## config.mk

```make
export PLATFORM = sky130hd
export DESIGN_NAME = fifo_trig_ctrl
export DESIGN_NICKNAME = d
export VERILOG_FILES = /design/src/rtl/fifo_lvl_pkg.sv /design/src/rtl/fifo_lvl_mode.sv /design/src/rtl/fifo_lvl_buf.sv /design/src/rtl/fifo_trig_ctrl.sv
export SDC_FILE = /design/constraint.sdc
export NUM_CORES = 2
export LEC_CHECK = 0
export ABC_AREA = 1
export CAP_MARGIN = 20
export CELL_PAD_IN_SITES_DETAIL_PLACEMENT = 0
export CELL_PAD_IN_SITES_GLOBAL_PLACEMENT = 1
export CORE_MARGIN = 3
export CORE_UTILIZATION = 35
export CTS_CLUSTER_DIAMETER = 100
export DETAILED_ROUTE_END_ITERATION = 8
export DONT_BUFFER_PORTS = 1
export PLACE_DENSITY_LB_ADDON = 0.1
export SYNTH_ARGS = -nofsm -noshare
export SYNTH_HDL_FRONTEND = slang
export SYNTH_SLANG_ARGS = --single-unit
```

## constraint.sdc

```tcl
create_clock -name clk -period 4.22 [get_ports clk]
set_clock_uncertainty 0.1 [all_clocks]
set_input_delay 0.422 -clock clk [delete_from_list [all_inputs] [get_ports clk]]
set_output_delay 0.422 -clock clk [all_outputs]
set_load 0.02 [all_outputs]
```

## src/rtl/fifo_lvl_pkg.sv

```systemverilog
package fifo_lvl_pkg;

    typedef enum logic [1:0] {
        MODE_OFF   = 2'd0,
        MODE_SMALL = 2'd1,
        MODE_LARGE = 2'd2
    } size_mode_e;

    // Fixed receive levels of the 32-entry mode
    function automatic int unsigned small_rx_level(input logic [1:0] code);
        case (code)
            2'd0:    return 8;
            2'd1:    return 16;
            2'd2:    return 24;
            default: return 28;
        endcase
    endfunction

    // Fixed transmit (free room) levels of the 32-entry mode
    function automatic int unsigned small_tx_level(input logic [1:0] code);
        case (code)
            2'd0:    return 16;
            2'd1:    return 8;
            2'd2:    return 24;
            default: return 30;
        endcase
    endfunction

endpackage

```

## src/rtl/fifo_lvl_mode.sv

```systemverilog
module fifo_lvl_mode
    import fifo_lvl_pkg::*;
#(
    parameter int REG_W       = 8,
    parameter int SMALL_DEPTH = 32,
    parameter int LARGE_DEPTH = 128,
    parameter int CNT_W       = 8
) (
    input  logic               clk,
    input  logic               rst_n,
    input  logic               fifo_en,
    input  logic               enh_en,
    input  logic [1:0]         rx_code,
    input  logic [1:0]         tx_code,
    input  logic [REG_W-1:0]   ext_tx_lvl,
    input  logic [REG_W-1:0]   ext_rx_lvl,
    input  logic [REG_W-1:0]   ext_flow_hi,
    input  logic [REG_W-1:0]   ext_flow_lo,
    output size_mode_e         mode,
    output logic               flush,
    output logic [CNT_W-1:0]   depth,
    output logic [CNT_W-1:0]   rx_trig,
    output logic [CNT_W-1:0]   tx_trig
);

    typedef struct packed {
        size_mode_e mode;
        logic [1:0] tx_code;
    } mode_state_t;

    mode_state_t st_d, st_q;
    logic        ext_nz;

    function automatic logic [CNT_W-1:0] clamp_lvl(input logic [REG_W-1:0] v);
        if (v == '0)
            return CNT_W'(1);
        else if (32'(v) > LARGE_DEPTH)
            return CNT_W'(LARGE_DEPTH);
        else
            return CNT_W'(v);
    endfunction

    always_comb begin
        st_d   = st_q;
        ext_nz = |{ext_tx_lvl, ext_rx_lvl, ext_flow_hi, ext_flow_lo};
        if (!fifo_en)
            st_d.mode = MODE_OFF;
        else if (ext_nz)
            st_d.mode = MODE_LARGE;
        else
            st_d.mode = MODE_SMALL;
        if (enh_en)
            st_d.tx_code = tx_code;

        mode  = st_d.mode;
        flush = (st_d.mode != st_q.mode);

        case (st_d.mode)
            MODE_LARGE: begin
                depth   = CNT_W'(LARGE_DEPTH);
                rx_trig = clamp_lvl(ext_rx_lvl);
                tx_trig = clamp_lvl(ext_tx_lvl);
            end
            MODE_SMALL: begin
                depth   = CNT_W'(SMALL_DEPTH);
                rx_trig = CNT_W'(small_rx_level(rx_code));
                tx_trig = CNT_W'(small_tx_level(st_d.tx_code));
            end
            default: begin
                depth   = '0;
                rx_trig = '0;
                tx_trig = '0;
            end
        endcase
    end

    always_ff @(posedge clk) begin
        if (!rst_n) begin
            st_q.mode    <= MODE_OFF;
            st_q.tx_code <= 2'd0;
        end else begin
            st_q <= st_d;
        end
    end

endmodule

```

## src/rtl/fifo_lvl_buf.sv

```systemverilog
module fifo_lvl_buf #(
    parameter int DATA_W      = 8,
    parameter int LARGE_DEPTH = 128,
    parameter int CNT_W       = 8,
    parameter int PTR_W       = 7
) (
    input  logic              clk,
    input  logic              rst_n,
    input  logic              enable,
    input  logic              flush,
    input  logic [CNT_W-1:0]  depth,
    input  logic              push,
    input  logic [DATA_W-1:0] wdata,
    input  logic              pop,
    output logic [DATA_W-1:0] rdata,
    output logic [CNT_W-1:0]  count,
    output logic              overrun
);

    typedef struct packed {
        logic [PTR_W-1:0]  wr_ptr;
        logic [PTR_W-1:0]  rd_ptr;
        logic [CNT_W-1:0]  count;
        logic [DATA_W-1:0] rdata;
        logic              ovr;
    } buf_state_t;

    buf_state_t        st_d, st_q;
    logic [DATA_W-1:0] mem [LARGE_DEPTH];
    logic              full, empty, live, do_push, do_pop;

    function automatic logic [PTR_W-1:0] bump(input logic [PTR_W-1:0] p,
                                              input logic [CNT_W-1:0] d);
        if (CNT_W'(p) == d - CNT_W'(1))
            return '0;
        else
            return p + PTR_W'(1);
    endfunction

    always_comb begin
        st_d    = st_q;
        live    = enable && !flush;
        full    = (st_q.count >= depth);
        empty   = (st_q.count == '0);
        do_push = live && push && !full;
        do_pop  = live && pop && !empty;

        if (live && push && full)
            st_d.ovr = 1'b1;

        if (flush) begin
            st_d.wr_ptr = '0;
            st_d.rd_ptr = '0;
            st_d.count  = '0;
        end else begin
            if (do_push)
                st_d.wr_ptr = bump(st_q.wr_ptr, depth);
            if (do_pop) begin
                st_d.rd_ptr = bump(st_q.rd_ptr, depth);
                st_d.rdata  = mem[st_q.rd_ptr];
            end
            case ({do_push, do_pop})
                2'b10:   st_d.count = st_q.count + CNT_W'(1);
                2'b01:   st_d.count = st_q.count - CNT_W'(1);
                default: st_d.count = st_q.count;
            endcase
        end
    end

    always_ff @(posedge clk) begin
        if (!rst_n)
            st_q <= '0;
        else
            st_q <= st_d;
    end

    always_ff @(posedge clk) begin
        if (do_push)
            mem[st_q.wr_ptr] <= wdata;
    end

    assign rdata   = st_q.rdata;
    assign count   = st_q.count;
    assign overrun = st_q.ovr;

endmodule

```

## src/rtl/fifo_trig_ctrl.sv

```systemverilog
module fifo_trig_ctrl
    import fifo_lvl_pkg::*;
#(
    parameter int DATA_W      = 8,
    parameter int REG_W       = 8,
    parameter int SMALL_DEPTH = 32,
    parameter int LARGE_DEPTH = 128
) (
    input  logic              clk,
    input  logic              rst_n,
    input  logic              fifo_en,
    input  logic              enh_en,
    input  logic [1:0]        rx_code,
    input  logic [1:0]        tx_code,
    input  logic [REG_W-1:0]  ext_tx_lvl,
    input  logic [REG_W-1:0]  ext_rx_lvl,
    input  logic [REG_W-1:0]  ext_flow_hi,
    input  logic [REG_W-1:0]  ext_flow_lo,
    input  logic              rx_push,
    input  logic [DATA_W-1:0] rx_wdata,
    input  logic              rx_pop,
    input  logic              tx_push,
    input  logic [DATA_W-1:0] tx_wdata,
    input  logic              tx_pop,
    output logic [DATA_W-1:0] rx_rdata,
    output logic [DATA_W-1:0] tx_rdata,
    output logic [$clog2(LARGE_DEPTH+1)-1:0] rx_count,
    output logic [$clog2(LARGE_DEPTH+1)-1:0] tx_count,
    output logic              rx_level_hit,
    output logic              tx_level_hit,
    output logic              rx_overrun,
    output logic              tx_overrun
);

    localparam int CNT_W = $clog2(LARGE_DEPTH + 1);
    localparam int PTR_W = $clog2(LARGE_DEPTH);

    size_mode_e       mode;
    logic             flush, active;
    logic [CNT_W-1:0] depth, rx_trig, tx_trig, tx_free;

    fifo_lvl_mode #(
        .REG_W(REG_W), .SMALL_DEPTH(SMALL_DEPTH),
        .LARGE_DEPTH(LARGE_DEPTH), .CNT_W(CNT_W)
    ) u_mode (
        .clk(clk), .rst_n(rst_n), .fifo_en(fifo_en), .enh_en(enh_en),
        .rx_code(rx_code), .tx_code(tx_code),
        .ext_tx_lvl(ext_tx_lvl), .ext_rx_lvl(ext_rx_lvl),
        .ext_flow_hi(ext_flow_hi), .ext_flow_lo(ext_flow_lo),
        .mode(mode), .flush(flush), .depth(depth),
        .rx_trig(rx_trig), .tx_trig(tx_trig)
    );

    assign active = (mode != MODE_OFF);

    fifo_lvl_buf #(
        .DATA_W(DATA_W), .LARGE_DEPTH(LARGE_DEPTH), .CNT_W(CNT_W), .PTR_W(PTR_W)
    ) u_rx_buf (
        .clk(clk), .rst_n(rst_n), .enable(active), .flush(flush), .depth(depth),
        .push(rx_push), .wdata(rx_wdata), .pop(rx_pop),
        .rdata(rx_rdata), .count(rx_count), .overrun(rx_overrun)
    );

    fifo_lvl_buf #(
        .DATA_W(DATA_W), .LARGE_DEPTH(LARGE_DEPTH), .CNT_W(CNT_W), .PTR_W(PTR_W)
    ) u_tx_buf (
        .clk(clk), .rst_n(rst_n), .enable(active), .flush(flush), .depth(depth),
        .push(tx_push), .wdata(tx_wdata), .pop(tx_pop),
        .rdata(tx_rdata), .count(tx_count), .overrun(tx_overrun)
    );

    always_comb begin
        tx_free      = depth - tx_count;
        rx_level_hit = active && (rx_count >= rx_trig);
        tx_level_hit = active && (tx_free >= tx_trig);
    end

endmodule

```

== Word level (Yosys, flattened, before mapping) ==
Memory sizes are Yosys's and may differ from the RTL's. A register that Yosys moved wholly into a read port is not among the register bits.
Index checks and enable logic that the tools add are counted.
Storage, ports and cells
  flip-flop bits (word level): 50
  output and inout port bits: 36
  bits in writable memories: 2048
  bits of input ports: 60
  memories kept: 2
Memories
  u_rx_buf.mem: depth 128, bits a word 8, read ports 1, clocked after memory_dff 1, wr ports 1, RTL line fifo_lvl_buf.sv:29  | logic [DATA_W-1:0] mem [LARGE_DEPTH];
  u_tx_buf.mem: depth 128, bits a word 8, read ports 1, clocked after memory_dff 1, wr ports 1, RTL line fifo_lvl_buf.sv:29
Operators by class
  bitwise gates (word level): 2
  reduce and logical (&&, ||, !) cells: 33
  $add $sub $neg: 10
  equality and inequality tests: 15
  $lt $le $gt $ge: 6
  muxes and demuxes: 22
Operators by type and width (number)
  $pmux 8 s2: 5
  $eq 7x8->1: 4
  $ge 8x8->1: 4
  $logic_not 8->1: 4
  $mux 8: 4
  $reduce_or 32->1: 1
  $pmux 5 s3: 2
  $add 7x1->7 const B: 4
  $mux 7: 4
  $sub 8x1->8 const B: 3
  $add 8x1->8 const B: 2
  $gt 8x8->1 const B: 2
  $logic_and 1x1->1: 13
  $eq 2x1->1 const B: 5
  $eq 2x2->1 const B: 5
  $sub 8x8->8: 1
  $logic_not 1->1: 7
  $mux 2: 3
  $reduce_bool 2->1: 3
  $logic_not 2->1: 2
  $mux 1: 4
  $reduce_and 2->1: 2
  $ne 2x2->1: 1
  $not 1->1: 2
  $reduce_or 2->1: 1

== Logic depth before layout (Yosys ltp) ==
  depth after elaboration: 10
  mapped depth: 20
  depth with buffers taken out: 20

== Cells and area by module ==
From an unflattened synthesis, not the netlist that was laid out.
Second synthesis, totals
  cell total of the unflattened synthesis: 8586
  area, all modules: 91198.7 sq um
By module, submodules not included
  fifo_lvl_buf (u_tx_buf): times used 1, area an instance 44883.0 sq um, cells each 4164
  fifo_lvl_buf (u_rx_buf): times used 1, area an instance 44830.5 sq um, cells each 4163
  fifo_trig_ctrl: times used 1, area an instance 753.2 sq um, cells each 124
  fifo_lvl_mode: times used 1, area an instance 732.0 sq um, cells each 135

== Least setup slack after synthesis ==
Ideal clock, no wire load.
  path kind: input-to-reg
  start point: input port ext_rx_lvl[3]
  end point: register u_tx_buf.st_q, in the netlist u_tx_buf.count[5]
  arrival: 3.248 ns
  setup slack: 0.745 ns
  setup time: 0.127 ns
  path buffers: 1
  stages on the path: 19
  cells stage by stage: nor2_1 > nand2_1 > nor2_2 > nand2_2 > nor2_4 > nand3_1 > nand2_2 > nand3_4 > nor2_2 > buf_2 > ha_1 > ha_1 > a21o_1 > a31oi_1 > nor2_1 > o21ai_0 > nand2_1 > xnor2_1 > a21oi_1
Between the ends
  word-level cells in the longest chain between the ends: 10
  elaborated cells between the ends (all ways): 21
  those cells by class: 1 x order compare; 5 x eq/ne; 4 x mux; 11 x reduce/logical
RTL lines
  start: declaration: RTL line fifo_trig_ctrl.sv:16  | input logic [REG_W-1:0] ext_rx_lvl,
  $reduce_or 32->1 *: RTL line fifo_lvl_mode.sv:45  | ext_nz = |{ext_tx_lvl, ext_rx_lvl, ext_flow_hi, ext_flow_lo};
  $mux 2 *: RTL line fifo_lvl_mode.sv:48  | else if (ext_nz)
  $mux 2 *: RTL line fifo_lvl_mode.sv:46  | if (!fifo_en)
  $ne 2x2->1: RTL line fifo_lvl_mode.sv:56  | flush = (st_d.mode != st_q.mode);
  $logic_not 1->1: RTL line fifo_lvl_buf.sv:42  | live = enable && !flush;
  $logic_and 1x1->1 *: RTL line fifo_lvl_buf.sv:42
  $logic_and 1x1->1 * (2 in a row): RTL line fifo_lvl_buf.sv:46  | do_pop = live && pop && !empty;
  net u_tx_buf.do_pop: RTL line fifo_lvl_buf.sv:30  | logic full, empty, live, do_push, do_pop;
  $eq 2x1->1 or $eq 2x2->1 (tied branches): RTL line fifo_lvl_buf.sv:62  | case ({do_push, do_pop})
  $pmux 8 s2 or $reduce_bool 2->1 (tied branches)
  end signal: assignment: RTL line fifo_lvl_buf.sv:74  | st_q <= st_d;
  end: declaration: RTL line fifo_lvl_buf.sv:28  | buf_state_t st_d, st_q;
Mark *: on every way through the listed nets, which the timed path passes. The rest lies on a longest branch.
A chain may end at the register's enable or synchronous reset.

== Final worst setup path ==
  start point: input port ext_rx_lvl[3]
  end point: output port tx_level_hit
Between the ends
  word-level cells in the longest chain between the ends: 8
  elaborated cells between the ends (all ways): 11
  those cells by class: 1 x add/sub; 1 x order compare; 2 x eq/ne; 4 x mux; 3 x reduce/logical
RTL lines
  $reduce_or 32->1 *: RTL line fifo_lvl_mode.sv:45
  $mux 2 *: RTL line fifo_lvl_mode.sv:48
  $mux 2 *: RTL line fifo_lvl_mode.sv:46
  $eq 2x1->1 or $eq 2x2->1 (tied branches)
  $pmux 8 s2: RTL line fifo_lvl_mode.sv:58  | case (st_d.mode)
  $sub 8x8->8: RTL line fifo_trig_ctrl.sv:73  | tx_free = depth - tx_count;
  $ge 8x8->1: RTL line fifo_trig_ctrl.sv:75  | tx_level_hit = active && (tx_free >= tx_trig);
  $logic_and 1x1->1 *: RTL line fifo_trig_ctrl.sv:75
  end: declaration: RTL line fifo_trig_ctrl.sv:30  | output logic tx_level_hit,
Every way passes the cells marked *; elsewhere a longest branch is shown, timed or not.

==> impl_metrics.yaml <==
outcome:
  status: "complete, no violations"
power:
  p_seq_frac: 0.527
  finalPower_mw: 43.7
  powerDensity_mw_per_mm2: 437
  irDropWorstVdd_mv: 0.478
  combPwrFrac: 0.019
  pwr-share-clk: 0.454
  sw_frac_of_total: 0.207
  internal_power_mw: 34.7
  switching_power_mw: 9.05
  p_leak_nw: 33.8
layout:
  postLayoutCellArea_mm2: 0.0999
  fill_cells: 23800
  final_nets: 7699
  area_growth_pct: 14.4
  drive_above_1_share: 0.0892
min_path:
  worstHoldPathType: "in -> reg"
  hold_path_end: "u_rx_buf.mem[64][1]"
  min_path_cells: 1
  hp-start: "rx_wdata[1]"
global_route:
  overflow: 0
  grt_max_degree: 154
  track_usage: 0.206
  antenna_found_initial: 2
  grt_pass1_vias: 56600
  grt_pass1_wl_mm: 393
synthesis:
  synthMostInstantiatedCell: "edfxtp_1"
  synthesis.nets: 7640
  ys.flop_type: "edfxtp_1"
  postSynthAreaPerCell_um2: 11.6
  ys_seq_area_frac: 0.719
  synth-edff-count: 2048
  syn-cell-area_mm2: 0.0873
  ys_ff_latch: 2114
  ys_types: 45
  synthTopCellsByCount: "edfxtp_1 (2,048), nor2_1 (1,674), nand2_1 (1,011)"
  synth_top_area_share: 0.704
  ys_async_sr_fraction: 0
  synthCells: 7542
  ys_warn_count: 0
  yosys-top-cells-area: "edfxtp_1 (70%), nor2_1 (7.2%), o21ai_0 (5.1%)"
  synth_top_area_cell: "edfxtp_1"
placed_design:
  place_ws_ns: 0.348
  dpl.hpwl_mm: 153
  io_buffers: 0
  placed_area_mm2: 0.0918
  place.gp.congestion: 0.831
critical_path:
  worstPathMaxFanout: 7
  rr_worst_depth: 15
  r2r-start: "u_mode.st_q[2]"
  rrSetupSlack_ns: 0.43
  cp.required_ns: 3.70
  end_kind: "output port"
  worst-setup-path-type: "in -> out"
  r2r-end: "u_tx_buf.count[5]"
  cp.arrival_ns: 3.37
  startpoint_type: "primary input"
sta:
  setup_tns_ns: 0
  finalMaxSlewViolations: 0
  final_hold_viol_count: 0
  grt_setup_unrepaired: "false"
  post-route-min-period_ns: 3.89
  maxClockFrequency_mhz: 257
  setup_slack_ns: 0.333
  tightest_slew_ns: 0.967
  finalSetupViolCount: 0
  slew-limit-headroom: 0.353
  period_share: 0.921
floorplanning:
  dieArea_mm2: 0.256
  num_rows: 182
  die_y_um: 505
  io_pins: 96
  die_w_um: 505
  core_area_mm2: 0.247
  initial_core_util: 0.353
clock_network:
  h-tree-depth: 4
  clock_latency_ns: 0.85
  cts_made_buffers: 230
  root_buffer: "clkbuf_16"
  cts.sinks: 2114
  clk_path_buf_depth: 3
  cts_tree: "built"
  cts.clk_slew.worst_paths_ns: 0.06
detailed_routing:
  wl_mm: 270
  drc: 0
  dr.pass1.iters: 6
  first_iter_violations: 4557
  ant_nets: 0
  routedWlPerCell_um: 24.3
  routed-via-count: 56800
  avgViaCountPerCell: 5.11
run:
  cap_violations: 0
placed cells by master, fill, tap and decap left out, types with 5 or more instances in the layout:
cell type      count
clkinvlp_4        13
buf_12            27
nand2_2            8
clkinv_1          56
nand3_2            5
nor2_2             6
dfxtp_4            5
o211ai_1         179
inv_2              8
a21oi_1          205
nand4_1           15
bufinv_16         21
clkbuf_1          58
o21ai_0          887
dlygate4sd3_1     23
nor2_4             6
clkinv_2          35
edfxtp_1        2048
ha_1              36
a31oi_1            5
nand2_4            7
inv_1            106
dfxtp_1           60
nor2_1          1671
buf_4            257
nand3_1          671
clkbuf_16        236
buf_16            17
inv_6              6
nand2_1         1011
xor2_1            25
or2_2             19
nor3_1            11
worst max path at each step:
stage	start	end	slack, ns
6_report	ext_rx_lvl[3]	tx_level_hit	0.33
2_1_floorplan	ext_rx_lvl[3]	u_tx_buf.count[5]	0.74
3_5_place_dp	ext_flow_hi[1]	u_rx_buf.mem[116][6]	0.35
4_1_cts	fifo_en	tx_level_hit	0.14
3_3_place_gp	ext_flow_hi[1]	tx_level_hit	0.34
5_1_grt	ext_tx_lvl[5]	tx_level_hit	0.01
routing by layer:
layer	vias up	GRT usage	share of wire
met3	353	0.0268	0.037
met5	-	0	0
met4	0	0.0540	0.026
li1	26800	-	-
met1	28500	0.273	0.44
met2	1122	0.356	0.50
worst max-delay path, stage by stage:
cell and delay [ns]:
nor2_1 0.11, nand2_1 0.11, nor2_4 0.16, nand2_2 0.11, nor2_4 0.15, nand2_2 0.15
dlygate4sd3_1 0.60, buf_4 0.19, nand2_1 0.11, a21oi_1 0.08, nor2_1 0.12, xnor2_1 0.14
ha_1 0.26, nand2_1 0.08, inv_1 0.06, nand4_1 0.08, o211ai_1 0.09, o21ai_1 0.18
inv_1 0.15
logic make-up after synthesis:
family / share of synthesized area
and+or+nand+nor: 0.162
DFF: 0.719
AOI/OAI and AO/OA: 0.0801
buffers and inverters: 0.0302
adders and majority gates: 0.00562
xor gates and xnor gates: 0.00291
muxes: 0.000115
final cells by class:
class                   count  area [µm²]  share of cell area
inverters                 124         490             0.00491
diodes                      3        7.51           0.0000751
repair buffers            326        3190              0.0319
clock inverters           129        1220              0.0122
flip-flops and latches   2114       62800               0.629
clock buffers             295        6140              0.0614
well taps                3312        4140              0.0415
multi-input cells        4805       21900               0.219
power by group through the flow:
stage                     Clock (mW)  Combinational [mW]  Sequential [mW]
after floorplan                    0               0.246             23.5
after global placement             0               0.360             23.5
after detailed placement           0               0.357             23.5
after CTS                       20.3               0.865             23.0
after global routing            21.2               0.919             23.0
final                           19.8               0.839             23.0
registers in the layout (all words and copies together), names as in the netlist:
register          count
u_tx_buf.rdata        8
u_rx_buf.st_q        14
u_rx_buf.count        8
u_mode.st_q           4
u_tx_buf.mem       1024
u_tx_buf.st_q        14
u_rx_buf.rdata        8
u_rx_buf.mem       1024
u_tx_buf.overrun      1
u_tx_buf.count        8
u_rx_buf.overrun      1
repair_timing:
action | in CTS | in global routing
endpoints found under the setup margin | 0 | 3
hold buffers | 40 | 0
hold endpoints to repair | 2102 | 0
setup buffers | 0 | 0
gates resized for setup | 0 | 4
through the flow:
| step | instances | hold slack [ns] | utilization |
|---|---|---|---|
| floorplan | 7542 | 0.345 | - |
| global placement | 10600 | 0.409 | 0.372 |
| detailed placement | 10600 | 0.422 | 0.372 |
| CTS | 11100 | 0.00173 | 0.404 |
| global route | 11100 | 0.0155 | 0.404 |
| finish | 11100 | 0.0175 | 0.404 |
Note: power is estimated with default switching activity, not from simulation.
